<file path="config.mk">
export PLATFORM = sky130hd
export DESIGN_NAME = dly_eye_center
export DESIGN_NICKNAME = d
export VERILOG_FILES = /design/src/rtl/dly_eye_pkg.sv /design/src/rtl/dly_settle_timer.sv /design/src/rtl/dly_tap_stepper.sv /design/src/rtl/dly_eye_center.sv
export SDC_FILE = /design/constraint.sdc
export NUM_CORES = 1
export LEC_CHECK = 0
export BUFFER_PORTS_ARGS = -buffer_cell sky130_fd_sc_hd__buf_2
export CAP_MARGIN = 5
export CORE_ASPECT_RATIO = 1.5
export CORE_MARGIN = 4
export CORE_UTILIZATION = 54
export DETAILED_ROUTE_END_ITERATION = 7
export GPL_ROUTABILITY_DRIVEN = 0
export PLACE_DENSITY = 0.76
export SKIP_LAST_GASP = 1
export SYNTH_ARGS = -nofsm -noshare
export SYNTH_HDL_FRONTEND = slang
export SYNTH_SLANG_ARGS = --single-unit
</file>
<file path="constraint.sdc">
create_clock -name clk -period 3.4 [get_ports clk]
set_clock_uncertainty 0.15 [all_clocks]
set_input_delay 0.51 -clock clk [delete_from_list [all_inputs] [get_ports clk]]
set_output_delay 0.51 -clock clk [all_outputs]
set_load 0.01 [all_outputs]
</file>
<file path="src/rtl/dly_eye_pkg.sv">
package dly_eye_pkg;
   typedef enum logic [2:0] {
      CAL_IDLE,
      CAL_SETTLE,
      CAL_SAMPLE,
      CAL_STEP,
      CAL_CENTER,
      CAL_DONE,
      CAL_FAIL
   } cal_state_e;
endpackage

</file>
<file path="src/rtl/dly_settle_timer.sv">
module dly_settle_timer #(
   parameter int SETTLE_W = 8
) (
   input  logic                clk,
   input  logic                rst_n,
   input  logic                run,
   input  logic [SETTLE_W-1:0] limit,
   output logic                expired
);
   logic [SETTLE_W-1:0] cnt;

   always_ff @(posedge clk) begin
      if (!rst_n || !run)
         cnt <= '0;
      else if (!expired)
         cnt <= cnt + 1'b1;
   end

   assign expired = run && (cnt >= limit);
endmodule

</file>
<file path="src/rtl/dly_tap_stepper.sv">
module dly_tap_stepper #(
   parameter int TAP_W       = 5,
   parameter int TIMEOUT_CYC = 16
) (
   input  logic             clk,
   input  logic             rst_n,
   input  logic             active,
   input  logic [TAP_W-1:0] target,
   input  logic [TAP_W-1:0] tap_rd,
   output logic             step_en,
   output logic             step_up,
   output logic             arrived,
   output logic             timeout
);
   assign arrived = (tap_rd == target);
   assign step_en = active && !arrived;
   assign step_up = active && (target > tap_rd);

   generate
      if (TIMEOUT_CYC == 0) begin : g_no_wd
         assign timeout = 1'b0;
      end else begin : g_wd
         localparam int WD_W = $clog2(TIMEOUT_CYC + 1);
         logic [WD_W-1:0]  wd;
         logic [TAP_W-1:0] tap_q;

         always_ff @(posedge clk) begin
            if (!rst_n) begin
               wd    <= '0;
               tap_q <= '0;
            end else begin
               tap_q <= tap_rd;
               if (!active || tap_rd != tap_q)
                  wd <= '0;
               else if (step_en)
                  wd <= wd + 1'b1;
            end
         end

         assign timeout = step_en && (wd == WD_W'(TIMEOUT_CYC - 1));
      end
   endgenerate
endmodule

</file>
<file path="src/rtl/dly_eye_center.sv">
module dly_eye_center
   import dly_eye_pkg::*;
#(
   parameter int TAP_W       = 5,
   parameter int NUM_TAPS    = 32,
   parameter int SETTLE_W    = 8,
   parameter int TIMEOUT_CYC = 16
) (
   input  logic                clk,
   input  logic                rst_n,
   input  logic                start,
   input  logic [SETTLE_W-1:0] settle_cycles,
   input  logic                pat_ok,
   input  logic [TAP_W-1:0]    tap_rd,
   output logic                dly_en,
   output logic                dly_up,
   output logic                done,
   output logic                fail,
   output logic [TAP_W-1:0]    final_tap
);
   localparam logic [TAP_W-1:0] TAP_MAX = TAP_W'(NUM_TAPS - 1);

   generate
      if (NUM_TAPS != (1 << TAP_W)) begin : g_bad_taps
         $error("NUM_TAPS must equal 2**TAP_W");
      end
      if (SETTLE_W < 1) begin : g_bad_settle
         $error("SETTLE_W must be at least 1");
      end
      if (TIMEOUT_CYC == 1) begin : g_bad_wd
         $error("TIMEOUT_CYC must be 0 or at least 2");
      end
   endgenerate

   cal_state_e       st;
   logic             phase_up, seen;
   logic [TAP_W-1:0] lo, hi, tgt;
   logic             mv_active, arrived, timeout, settled;
   logic             low_end, high_end, seen_n;
   logic [TAP_W-1:0] lo_n, hi_n, mid_n;

   assign mv_active = (st == CAL_STEP) || (st == CAL_CENTER);

   dly_tap_stepper #(.TAP_W(TAP_W), .TIMEOUT_CYC(TIMEOUT_CYC)) u_step (
      .clk     (clk),
      .rst_n   (rst_n),
      .active  (mv_active),
      .target  (tgt),
      .tap_rd  (tap_rd),
      .step_en (dly_en),
      .step_up (dly_up),
      .arrived (arrived),
      .timeout (timeout)
   );

   dly_settle_timer #(.SETTLE_W(SETTLE_W)) u_settle (
      .clk     (clk),
      .rst_n   (rst_n),
      .run     (st == CAL_SETTLE),
      .limit   (settle_cycles),
      .expired (settled)
   );

   // Window bookkeeping for the tap being sampled now
   always_comb begin
      seen_n   = seen | pat_ok;
      low_end  = !phase_up && ((!pat_ok && seen) || tap_rd == '0);
      high_end =  phase_up && ((!pat_ok && seen) || tap_rd == TAP_MAX);
      lo_n     = (pat_ok && (!phase_up || !seen)) ? tap_rd : lo;
      hi_n     = (pat_ok && ( phase_up || !seen)) ? tap_rd : hi;
      mid_n    = lo_n + ((hi_n - lo_n) >> 1);
   end

   always_ff @(posedge clk) begin
      if (!rst_n) begin
         st        <= CAL_IDLE;
         phase_up  <= 1'b0;
         seen      <= 1'b0;
         lo        <= '0;
         hi        <= '0;
         tgt       <= '0;
         final_tap <= '0;
      end else begin
         unique case (st)
            CAL_IDLE, CAL_DONE, CAL_FAIL: begin
               if (start) begin
                  st        <= CAL_SETTLE;
                  phase_up  <= 1'b0;
                  seen      <= 1'b0;
                  lo        <= '0;
                  hi        <= '0;
                  final_tap <= '0;
                  tgt       <= tap_rd;
               end
            end
            CAL_SETTLE: if (settled) st <= CAL_SAMPLE;
            CAL_SAMPLE: begin
               lo   <= lo_n;
               hi   <= hi_n;
               seen <= seen_n;
               if (!phase_up) begin
                  st <= CAL_STEP;
                  if (low_end) begin
                     phase_up <= 1'b1;
                     tgt      <= tap_rd + 1'b1;
                  end else begin
                     tgt      <= tap_rd - 1'b1;
                  end
               end else if (high_end) begin
                  if (!seen_n) begin
                     st <= CAL_FAIL;
                  end else begin
                     st        <= CAL_CENTER;
                     tgt       <= mid_n;
                     final_tap <= mid_n;
                  end
               end else begin
                  st  <= CAL_STEP;
                  tgt <= tap_rd + 1'b1;
               end
            end
            CAL_STEP: begin
               if (arrived)      st <= CAL_SETTLE;
               else if (timeout) st <= CAL_FAIL;
            end
            CAL_CENTER: begin
               if (arrived)      st <= CAL_DONE;
               else if (timeout) st <= CAL_FAIL;
            end
            default: st <= CAL_IDLE;
         endcase
      end
   end

   assign done = (st == CAL_DONE);
   assign fail = (st == CAL_FAIL);
endmodule

</file>
# Word level (Yosys, flattened, before mapping)
# Cells that the tools add are included.
# totals
output_inout_bits	9
in_bits	17
mem_bits_rw	0
mem_count	0
latchBits	0
register_bits	43
wordCells	96
mem_bits_ro	0
# classes
mul	0
n_div	0
add_sub_neg	6
n_lt_le_gt_ge	2
bitwise	2
shifts	0
reduce_logical	32
n_eq_ne	16
mux	28
# ops
operator	count
5-bit 2-to-1 mux	10
5-bit one-hot mux with 2 select lines	4
3-bit 2-to-1 mux	7
3-bit one-hot mux with 5 select lines	1
5-bit by 1-bit adder with 5-bit output (second input constant)	2
2-bit != test (second input constant)	5
3-bit equality test (second input constant)	3
1-bit logical AND	9
8-bit by 1-bit adder with 8-bit output (second input constant)	1
8-bit >= comparator	1
1-bit logical NOT	7
1-bit logical OR	7
3-bit by 2-bit equality test with 1-bit output (second input constant)	2
5-bit by 4-bit adder with 5-bit output	1
5-bit by 4-bit equality test with 1-bit output (second input constant)	1
5-bit equality test	1
5-bit equality test (second input constant)	1
5-bit greater-than comparator	1
5-bit logical NOT	1
5-bit != test	1
5-bit AND reduction	1
5-bit by 1-bit subtractor with 5-bit output (second input constant)	1
5-bit subtractor	1
4-bit != test (second input constant)	1
other kinds (12)	16

# Depth between registers and ports, before layout
# logic_depth
ltp_word	10
mapped_depth	18
mapped_depth_nobuf	17

# Cells and area by module
# Synthesis repeated with hierarchy kept, for this count alone.
# unflattened
hier_cells	394
area_unflattened_um2	3204.3
# by_module_without_submodules
mod	area_each_um2	seq_area_each_um2	instances	cells_each
dly_eye_center	2025.7	500.5	1	261
dly_settle_timer	595.6	160.2	1	72
dly_tap_stepper	583.1	200.2	1	61

# Worst setup path after synthesis
# Ideal clock, no wire load.
# synth_timing
path_type	in2reg
from	input port pat_ok
to	register tgt[1]
path_stages	15
setup_time_ns	0.065
required_ns	3.185
path_slack_ns	-0.200
path_buffers	1
arrival_time_ns	3.385
path_cell_list	buf_4 > a21boi_2 > mux2i_1 > inv_1 > fa_1 > inv_1 > ha_1 > inv_1 > fa_1 > nor2_1 > a21oi_1 > mux2_2 > a211oi_1 > a21oi_1 > nor2_1
# synth_between
elab_chain_len	8
elab_cells_between_ends	20
cone_classes	2 x add/sub; 1 x eq/ne; 7 x mux; 1 x bitwise; 9 x reduce/logical
# synth_lines
element	line	source
start, declared	dly_eye_center.sv:13	input logic pat_ok,
1-bit logical AND (on tied branches)	dly_eye_center.sv:70, dly_eye_center.sv:69	
5-bit 2-to-1 mux (on tied branches)	dly_eye_center.sv:70, dly_eye_center.sv:69	
5-bit subtractor	dly_eye_center.sv:71	mid_n = lo_n + ((hi_n - lo_n) >> 1);
5-bit by 4-bit adder with 5-bit output	dly_eye_center.sv:71	
5-bit 2-to-1 mux	dly_eye_center.sv:110	if (!seen_n) begin
5-bit 2-to-1 mux	dly_eye_center.sv:109	end else if (high_end) begin
5-bit 2-to-1 mux	dly_eye_center.sv:101	if (!phase_up) begin
5-bit one-hot mux with 2 select lines	dly_eye_center.sv:84	unique case (st)
end signal, assigned	dly_eye_center.sv:105	tgt <= tap_rd + 1'b1;
end signal, assigned	dly_eye_center.sv:107	tgt <= tap_rd - 1'b1;
end signal, assigned	dly_eye_center.sv:114	tgt <= mid_n;
end, declared	dly_eye_center.sv:37	logic [TAP_W-1:0] lo, hi, tgt;
# Parallel ways exist; a longest one is shown, timed or not. The select of a mux whose other input is x is not followed.
# A chain may end at the register's enable or synchronous reset.

# Worst setup path in the final report
# layout_timing
from	register phase_up
to	register final_tap[4]
# layout_between
elab_chain_len	10
elab_cells_between_ends	17
cone_classes	2 x add/sub; 2 x eq/ne; 6 x mux; 7 x reduce/logical
# layout_lines
element	line	source
start, declared	dly_eye_center.sv:36	logic phase_up, seen;
start signal, assigned	dly_eye_center.sv:77	phase_up <= 1'b0;
start signal, assigned	dly_eye_center.sv:88	phase_up <= 1'b0;
start signal, assigned	dly_eye_center.sv:104	phase_up <= 1'b1;
1-bit logical NOT	--	
1-bit logical OR	dly_eye_center.sv:69	lo_n = (pat_ok && (!phase_up || !seen)) ? tap_rd : lo;
1-bit logical AND	dly_eye_center.sv:69	
5-bit 2-to-1 mux	dly_eye_center.sv:69	
5-bit subtractor	dly_eye_center.sv:71	
5-bit by 4-bit adder with 5-bit output	dly_eye_center.sv:71	
5-bit 2-to-1 mux	dly_eye_center.sv:110	
5-bit 2-to-1 mux	dly_eye_center.sv:109	
5-bit 2-to-1 mux	dly_eye_center.sv:101	
5-bit one-hot mux with 2 select lines	dly_eye_center.sv:84	
end signal, assigned	dly_eye_center.sv:115	final_tap <= mid_n;
end, declared	dly_eye_center.sv:19	output logic [TAP_W-1:0] final_tap
# Parallel ways exist; a longest one is shown, timed or not. The select of a mux whose other input is x is not followed.

==> metrics.md <==
| Metric | Value |
|---|---|
| Outcome | `finished clean` |
| Row count | `33` |
| Global route overflow | `0` |
| Die extent in y | `around 100 microns` |
| Die X | `69.4 microns` |
| Vias in the first global route | `approximately 2,800` |
| Hold Slack | `0.299 ns` |
| Hold Crit Class | `reg2reg` |
| Util after Layout | `0.662` |
| Worst path max stage delay | `0.44 ns` |
| Buf+Inv Stages, Crit Path | `3` |
| Die area | `0.00695 sq mm` |
| Syn Nets | `432` |
| Library cells used by synthesis | `59` |
| Slew Viols, Final | `0` |
| Reg clk slew, reported paths | `around 0.08 ns` |
| CTS tree | `yes` |
| Worst-path cell chain | `buf_4 -> or3b_1 -> a21o_1 -> nand2_2 -> fa_2 -> inv_2 -> ha_4 -> inv_1 -> fa_2 -> nand2b_4 -> nor2_1 -> mux2i_1 -> nand2_1 -> xnor2_1 -> o41ai_1` |
| Io pins | `26` |
| Post-Synthesis Cells | `roughly 390` |
| Tcrit/Tclk final | `0.986` |
| Register bit count reported by yosys | `43` |
| Clock Tree Buf Depth | `2` |
| CP top delay family | `adder cells` |
| Top-area cell type share of the netlist area | `0.282` |
| DP Wirelength | `between 6000 and 7000 microns` |
| Final total power | `1.34 mW` |
| Seq/Total Area, Yosys | `0.282` |
| Async SR Flop Fraction | `0` |
| Final Hold Fails | `0` |
| Worst Path Required | `3.45 ns` |
| Initial antenna violation count | `0` |
| Final WL | `8040 microns` |
| Critical Path Sink Type | `register` |
| Clk root buf | `clkbuf_8` |
| H-tree depth | `2` |
| Layout cell share with drive strength beyond 1 | `0.222` |
| CP most frequent cell | `fa_2` |
| Via count | `2,970` |
| Drt initial violations | `212` |
| Top achievable clock speed | `around 300 MHz` |
| Worst slack at placement | `-0.0316 ns` |
| Global Route Usage Sum | `0.231` |
| Worst-margin pin slew | `0.735 ns` |
| Core area | `0.00549 sq mm` |
| Final min period | `3.35 ns` |
| Area leader, netlist | `dfxtp_1` |
| Headroom to the max-slew limit | `0.508` |
| YS warnings | `0` |
| Post-route ant nets | `0` |
| Syn Area/Cell | `7.90 sq um` |
| Worst setup margin | `between 0.04 and 0.05 ns` |
| Post-Syn Area | `0.00306 sq mm` |
| Arr. time, crit path | `between 3 and 4 ns` |
| Largest net degree at the start of global routing | `17` |
| Top post-synthesis cells by area | `dfxtp_1 (28%), ha_1 (11%), nor2_1 (6.4%), xnor2_1 (4.0%), o21ai_0 (3.8%)` |
| Diode count | `0` |
| MaxCap Viol Count | `0` |
| Via density | `5.86` |
| Crit-path slowest cell | `fa_2` |
| Post-synth EDFFs | `0` |
| Final Net Count | `481` |
| Final TNS setup | `0 ns` |
| Pwr/cell area | `368 mW/mm^2` |
| Finish-stage setup viols | `0` |
| Critical path startpoint category | `register` |
| DR DRC count | `0` |
| Area delta synth->final | `18.9%` |
| First-pass GRT wire length | `13,000 microns` |
| Wirelength per Cell | `15.9 microns` |
| CTS Buf Count | `5` |
| Pre-Repair DR Iteration Count | `6` |
| Initial core utilization | `0.557` |
| Max IR drop VDD | `0.235 mV` |
| CTS Sinks | `43` |
| Main flop type after synthesis | `dfxtp_1` |
| CP max FO | `4` |
| Hold_buf cts | `0` |
| IO buf count | `25` |
| Most instantiated cells after synthesis | `nor2_1 (52), dfxtp_1 (43), inv_1 (27)` |
| Clock latency on the worst-skew pair | `0.30 ns` |
| Pleak | `1.61 nW` |
| CP Class | `reg2reg` |
| Count leader, synth | `nor2_1` |
==> layout make-up <==
class                      instances  area (sq um)
clock buffer                       5          68.8
clock inverter                     3          15.0
fill                             471          1860
inverter                          29           109
multi-input combinational        296          2100
sequential                        43           862
tap                               70          87.6
timing repair buffer              61           395
==> state kept, by name, indices dropped and copies added (netlist names) <==
signal and count:
final_tap 5, hi 5, lo 5, phase_up 1
seen 1, st 3, tgt 5, u_settle.cnt 8
u_step.g_wd.tap_q 5, u_step.g_wd.wd 5
==> per-layer routing <==
| layer | wire length, microns | vias to the layer above | GRT usage |
|---|---|---|---|
| met5 | 0 | - | 0 |
| met2 | 4260 | 93 | 0.427 |
| met3 | 351 | 25 | 0.0351 |
| met4 | 384 | 0 | 0.128 |
| met1 | 3050 | 1387 | 0.248 |
| li1 | - | 1465 | - |
==> where the power goes <==
group | total (mW) | internal (mW) | switching (mW)
clock | 0.320 | 0.141 | 0.179
sequential | 0.555 | 0.528 | 0.0268
combinational | 0.464 | 0.213 | 0.251
total | 1.34 | 0.882 | 0.457
==> worst paths after layout <==
kind                                   start      endpoint  slack (ns)  depth (start not counted)
worst max-delay path                phase_up  final_tap[4]        0.05                         15
worst max register to register      phase_up  final_tap[4]        0.05                         15
worst min-delay path            final_tap[3]  final_tap[3]        0.30                          2
worst min register to register  final_tap[3]  final_tap[3]        0.30                          2
==> worst reg2reg max path: stages, from the launching register on <==
cell and delay, ns:
dfxtp_2 0.34, buf_4 0.15, or3b_1 0.37, a21o_1 0.23, nand2_2 0.08, fa_2 0.44, inv_2 0.08, ha_4 0.13
inv_1 0.05, fa_2 0.35, nand2b_4 0.16, nor2_1 0.11, mux2i_1 0.09, nand2_1 0.12, xnor2_1 0.08, o41ai_1 0.32
==> cell families (layout without fill, tap and decap cells) <==
| group | after synthesis | count (layout) | share of synthesized area |
|---|---|---|---|
| flip-flops | 43 | 43 | 0.282 |
| multiplexers | 12 | 12 | 0.0413 |
| AND/OR/NAND/NOR | 131 | 131 | 0.208 |
| AO/OA/AOI/OAI | 101 | 101 | 0.217 |
| adder cells (fa/ha/maj) | 28 | 28 | 0.120 |
| buffers and inverters | 48 | 98 | 0.0643 |
| XOR/XNOR | 24 | 24 | 0.0688 |
==> stage by stage <==
step / cell area [sq um] / instances
detailed placement: 3460 / 494
floorplan: 3100 / 387
CTS: 3550 / 502
global placement: 3460 / 494
global route: 3630 / 507
finish: 3630 / 507
==> repair_timing <==
action	CTS	global route
setup endpoints to repair	0	7
gates resized for setup	0	13
buffers inserted	0	5
==> cells in the final DEF (no fill, tap or decap), types with 4 or more instances in the layout <==
master and n:
nor4_1 4, nor3_1 4, nand2b_1 4, o21ai_1 4, nand3b_1 4, mux2i_1 7
xnor2_1 14, clkbuf_8 5, a22oi_1 13, buf_4 36, xor2_1 10, o21ai_0 22
and3_1 6, a21o_1 9, nor2_1 51, buf_2 25, a21oi_1 20, ha_1 24
nand3_1 16, inv_1 25, nand2_1 19, dfxtp_1 42, or3_1 4
Power figures use the tool's default switching activity.
